$ cat src/rtl/posrd_pkg.sv
package posrd_pkg;
  typedef enum logic {
    SR_SHIFT = 1'b0,
    SR_LOAD  = 1'b1
  } sr_mode_e;
endpackage

$ cat src/rtl/posrd_sync.sv
module posrd_sync #(
  parameter int N      = 1,
  parameter int STAGES = 2
) (
  input  logic         clk,
  input  logic         rst,
  input  logic [N-1:0] d,
  output logic [N-1:0] q
);
  logic [N-1:0] stage_q [STAGES];

  for (genvar i = 0; i < STAGES; i++) begin : g_stage
    if (i == 0) begin : g_first
      always_ff @(posedge clk) begin
        if (rst) stage_q[0] <= '0;
        else     stage_q[0] <= d;
      end
    end else begin : g_next
      always_ff @(posedge clk) begin
        if (rst) stage_q[i] <= '0;
        else     stage_q[i] <= stage_q[i-1];
      end
    end
  end

  assign q = stage_q[STAGES-1];
endmodule

$ cat src/rtl/posrd_edge.sv
module posrd_edge (
  input  logic clk,
  input  logic rst,
  input  logic lvl,
  output logic rise
);
  logic prev_q;

  always_ff @(posedge clk) begin
    if (rst) prev_q <= 1'b0;
    else     prev_q <= lvl;
  end

  assign rise = lvl & ~prev_q;
endmodule

$ cat src/rtl/posrd_shifter.sv
module posrd_shifter
  import posrd_pkg::*;
#(
  parameter int W = 16
) (
  input  logic         clk,
  input  logic         rst,
  input  sr_mode_e     mode,
  input  logic         step,
  input  logic         ser_in,
  input  logic [W-1:0] par_in,
  output logic [W-1:0] word,
  output logic         fresh
);
  always_ff @(posedge clk) begin
    if (rst) begin
      word  <= '0;
      fresh <= 1'b0;
    end else if (mode == SR_LOAD) begin
      word  <= par_in;
      fresh <= 1'b1;
    end else if (step) begin
      word  <= {word[W-2:0], ser_in};
      fresh <= 1'b0;
    end
  end
endmodule

$ cat src/rtl/posrd_serializer.sv
module posrd_serializer
  import posrd_pkg::*;
#(
  parameter int W           = 16,
  parameter int SYNC_STAGES = 2
) (
  input  logic         clk,
  input  logic         rst,
  input  logic [W-1:0] pos_word,
  input  logic         host_load,
  input  logic         host_sclk,
  input  logic         host_sdi,
  input  logic         dir_inv,
  output logic         sdo
);
  localparam int NSYNC = 3;

  logic [NSYNC-1:0] raw_in;
  logic [NSYNC-1:0] sync_out;
  logic             ld_s;
  logic             sclk_s;
  logic             sdi_s;
  logic             rise;
  sr_mode_e         mode;
  logic [W-1:0]     word;
  logic             fresh;

  assign raw_in = {host_sdi, host_sclk, host_load};

  posrd_sync #(.N(NSYNC), .STAGES(SYNC_STAGES)) u_sync (
    .clk(clk), .rst(rst), .d(raw_in), .q(sync_out)
  );

  assign ld_s   = sync_out[0];
  assign sclk_s = sync_out[1];
  assign sdi_s  = sync_out[2];

  posrd_edge u_edge (
    .clk(clk), .rst(rst), .lvl(sclk_s), .rise(rise)
  );

  assign mode = ld_s ? SR_LOAD : SR_SHIFT;

  posrd_shifter #(.W(W)) u_shift (
    .clk(clk), .rst(rst), .mode(mode), .step(rise), .ser_in(sdi_s),
    .par_in(pos_word), .word(word), .fresh(fresh)
  );

  always_ff @(posedge clk) begin
    if (rst) sdo <= 1'b0;
    else     sdo <= word[W-1] ^ (dir_inv & fresh);
  end
endmodule

$ cat config.mk
export PLATFORM = sky130hd
export DESIGN_NAME = posrd_serializer
export DESIGN_NICKNAME = d
export VERILOG_FILES = /design/src/rtl/posrd_pkg.sv /design/src/rtl/posrd_sync.sv /design/src/rtl/posrd_edge.sv /design/src/rtl/posrd_shifter.sv /design/src/rtl/posrd_serializer.sv
export SDC_FILE = /design/constraint.sdc
export NUM_CORES = 1
export LEC_CHECK = 0
export BUFFER_PORTS_ARGS = -buffer_cell sky130_fd_sc_hd__buf_2
export CAP_MARGIN = 20
export CORE_MARGIN = 1.5
export CORE_UTILIZATION = 47
export DETAILED_ROUTE_END_ITERATION = 10
export GPL_ROUTABILITY_DRIVEN = 0
export MAX_ROUTING_LAYER = met4
export PLACE_DENSITY = 0.73
export SLEW_MARGIN = 20
export SYNTH_ARGS = -nofsm -noshare
export SYNTH_HDL_FRONTEND = slang
export SYNTH_HIERARCHICAL = 1
export SYNTH_SLANG_ARGS = --single-unit
export TNS_END_PERCENT = 50
$ cat constraint.sdc
create_clock -name clk -period 1.15 [get_ports clk]
set_input_delay 0.23 -clock clk [delete_from_list [all_inputs] [get_ports clk]]
set_output_delay 0.23 -clock clk [all_outputs]
set_load 0.02 [all_outputs]
# Word-level counts from Yosys, hierarchy flattened
# Memory sizes are Yosys's and may differ from the RTL's.
# Index checks and enable logic that the tools add are counted.
dict set report word_totals {
  ff_bits 19
  ram_bits 6
  in_bits 22
  out_inout_bits 1
  word_cells 22
  mem_count 1
}
# memory words width rd rd_ports_with_merged_regs write_ports line
set memory_table {}
lappend memory_table {u_sync.stage_q 2 3 2 0 2 posrd_sync.sv:10} ;# logic [N-1:0] stage_q [STAGES];
dict set report classes {
  muxes 10
  n_bitwise 6
  reduce_logical 1
}
# op count
set ops {}
lappend ops {{2-to-1 mux 16 bit} 2}
lappend ops {{2-to-1 mux 1 bit} 6}
lappend ops {{2-to-1 mux 3 bit} 2}
lappend ops {{bitwise AND 1 bit} 2}
lappend ops {{OR 1 bit} 2}
lappend ops {{nonzero test 2 bit} 1}
lappend ops {{NOT 1 bit} 1}
lappend ops {{bitwise XOR 1 bit} 1}

# Logic depth before layout (Yosys ltp)
dict set report depth {
  ltp_word 4
  depth_mapped 5
  depth_no_buf 3
}

# Cells and area by module
# Netlist, hierarchy kept.
# module instances cells_each area_each_um2 seq_area_each_um2
set by_module_without_submodules {}
lappend by_module_without_submodules {posrd_shifter 1 74 829.5 340.3}
lappend by_module_without_submodules {posrd_sync 1 12 157.7 120.1}
lappend by_module_without_submodules {posrd_edge 1 3 47.5 20.0}
lappend by_module_without_submodules {posrd_serializer 1 4 46.3 20.0}

# Least setup slack after synthesis
# No wires, ideal clock.
dict set report synth_timing {
  path_type {register -> register}
  startpoint {mem u_sync/stage_q[1][1] (netlist name)}
  endpoint {reg u_shift.word[10]}
  setup_time_ns 0.129
  arrival_ns 0.991
  t_required_ns 1.021
  slack_ns 0.030
  path_stages_with_launch 6
  n_path_buf 2
  synth_period_minus_slack_ns 1.120
  cell_sequence {dfxtp_1 nor2b_4 buf_6 buf_12 mux2i_1 a211oi_2}
}
# item line
set synth_lines {}
lappend synth_lines {{start, declared} posrd_sync.sv:10}
lappend synth_lines {{end signal, assigned} posrd_shifter.sv:20} ;# word <= par_in;
lappend synth_lines {{end signal, assigned} posrd_shifter.sv:23} ;# word <= {word[W-2:0], ser_in};
lappend synth_lines {{end, declared} posrd_shifter.sv:12} ;# output logic [W-1:0] word,

==> impl_metrics.csv <==
group,metric,value,unit
timing,fin_crit,1160,ps
global_route,antenna_found_initial,0,
routing,vias,713,
placed_design,place_area,1230,µm²
setup_path,path_max_fanout,8,
clock_tree,insertion_delay,310,ps
clock_tree,clk_root_buffer_cell,"clkbuf_4",
routing,via_per_inst,4.85,
die,core_area,2190,µm²
timing,final_hold_viol_count,0,
routing,top_layer,"met4",
final_layout,drive_gt1_frac,0.429,
timing,slew_headroom,0.743,
placed_design,port_buffers,22,
final_layout,final_area,1310,µm²
placed_design,dpl_worst_slack,29.5,ps
clock_tree,h-tree-depth,1,
routing,drtIter0Drc,7,
global_route,grt_max_degree,18,
global_route,overflow,0,
timing,fmax,864,MHz
final_layout,mostFrequentLayoutCells,"dfxtp_1, buf_2, nor2b_1",
timing,fin_ws,-7.42,ps
setup_path,reg2reg_slack,-7,ps
synth,ys_seq_area_frac,0.463,
synth,yosys_warnings,6,
setup_path,cp-start-kind,"flip-flop",
flow_run,drv_cap,0,
timing,final.period_utilization,1.01,
synth,syn_inst,93,
die,initial_utilization,0.493,
routing,wire_per_inst,11.9,µm
min_path,hold_path_class,"input port to flip-flop",
global_route,grt_pass1_wl,2810,µm
clock_tree,clkSinkCount,25,
setup_path,cp-end-kind,"flip-flop",
pwr,p_per_area,1160,nW/µm²
timing,rsz0062_at_grt,"true",
global_route,grt_pass1_vias,654,
routing,drt-met1-wl,888,µm
global_route,grtUsageTotal,0.150,
setup_path,critPathKind,"flip-flop to flip-flop",
final_layout,area_delta_synth_final,21.2,%
final_layout,nNetsFinal,142,
pwr,cellLeakagePower,0.479,nW
die,die_y,51.0,µm
clock_tree,cts_hold_buf,0,
die,die_w,51.0,µm
timing,setup_violations,1,
die,ios,23,
die,die_area,2600,µm²
routing,wl_met2,769,µm
synth,syn-cell-area,1080,µm²
synth,yosysUniqueCellTypes,16,
outcome,violations,"negative setup slack",
routing,drt_wl_total,1760,µm
routing,drtAntennaViolNets,0,
die,num_rows,17,
setup_path,max_stage_delay,350,ps
timing,tightest_slew,385,ps
pwr,ir_drop,0.00101,V
final_layout,final_util,0.598,
placed_design,dp.final_hpwl,1140,µm
synth,postSynthAreaPerCell,11.6,µm²
timing,skew,7.35,ps
setup_path,cp.arrival,1350,ps
outcome,status,"finished, violations left",
final_layout,final_common_cell,"dfxtp_1",
setup_path,path_cells,"nor2b_4 -> clkbuf_16 -> mux2i_1 -> a211oi_2",
timing,slew_viol_final,0,
clock_tree,cts_tree,"yes",
routing,drcViolationCount,0,
final_layout,antennaDiodeCount,0,
clock_tree,clk_path_buf_depth,2,
synth,synth-seq-cells,25,
routing,route.met3.wl,81,µm
routing,detail_route.first_pass.iterations,3,
setup_path,crit_slowest_cell,"dfxtp_2",
clock_tree,cts_buffers,3,
synth,syn_nets,115,
setup_path,cp_data_required_time,1350,ps
clock_tree,path_clk_slew,130,ps
## layer usage
layer / vias up / GRT usage
met3: 2 / 0.0526
li1: 381 / -
met5: - / -
met4: 0 / 0.0541
met1: 317 / 0.190
met2: 13 / 0.221
## logic make-up (layout without fill, tap and decap cells)
group                  after synthesis  count (layout)  share of synthesized area
AOI/OAI and AO/OA                   19              19                      0.175
buffers and inverters                7              33                     0.0486
DFF                                 25              25                      0.463
muxes                               16              16                      0.148
and+or+nand+nor                     26              26                      0.166
## stage by stage
step                      TNS (ps)  instances  hold WS, ps  power, mW
final                        -7.42        147          122       1.52
after global routing          -482        147          100       1.60
after CTS                        0        146          113       1.51
after detailed placement         0        142          427       1.14
after global placement           0        142          423       1.13
after floorplan                  0         93          292       1.07
## area by class of cell
class | count | area (µm²)
inverter | 1 | 3.75
clock buffer | 4 | 26.3
multi-input combinational | 61 | 557
fill | 184 | 881
timing repair buffer | 28 | 185
tap | 28 | 35.0
sequential | 25 | 503
## flip-flops by register name, summed over array words and instances (netlist names)
register and count:
u_shift/word 16, sdo 1, u_sync/stage_q 6, u_edge/prev_q 1
u_shift/fresh 1
## synthesized netlist by cell type, drive strengths merged
cell / number / area share
dfxtp: 25 / 0.46
nor2b: 24 / 0.15
a211oi: 16 / 0.15
mux2i: 16 / 0.15
buf: 4 / 0.038
a21oi: 2 / 0.013
clkbuf: 2 / 0.0069
a21bo: 1 / 0.0093
inv: 1 / 0.0035
nand2b: 1 / 0.0058
nand3b: 1 / 0.0069
## worst paths after layout
kind                                           start  depth (start not counted)                   end
worst min-delay path                       host_sclk                          2  u_sync/stage_q[0][1]
worst max-delay path            u_sync/stage_q[1][1]                          4       u_shift/word[6]
worst max register to register  u_sync/stage_q[1][1]                          4       u_shift/word[6]
worst min register to register  u_sync/stage_q[0][1]                          1  u_sync/stage_q[1][1]
## power by group
group          switching (mW)  internal, mW  leakage (nW)  total, mW
combinational          0.0843         0.114         0.259      0.199
clock                   0.240         0.136        0.0150      0.376
sequential             0.0283         0.913         0.206      0.941
## worst max-delay path: cells and delay by family, from the launching register on
kind                   cells  cell delay, ps
AOI/OAI and AO/OA          1             100
buffers and inverters      1             190
DFF                        1             350
muxes                      1             220
and+or+nand+nor            1             190
## timing repair
| action | CTS | global route |
|---|---|---|
| buffers inserted | 0 | 0 |
| endpoints found under the setup margin | 1 | 15 |
| gates resized for setup | 1 | 7 |
| pin swaps | 0 | 4 |
| cloned | 0 | 1 |
Power figures use the tool's default switching activity.
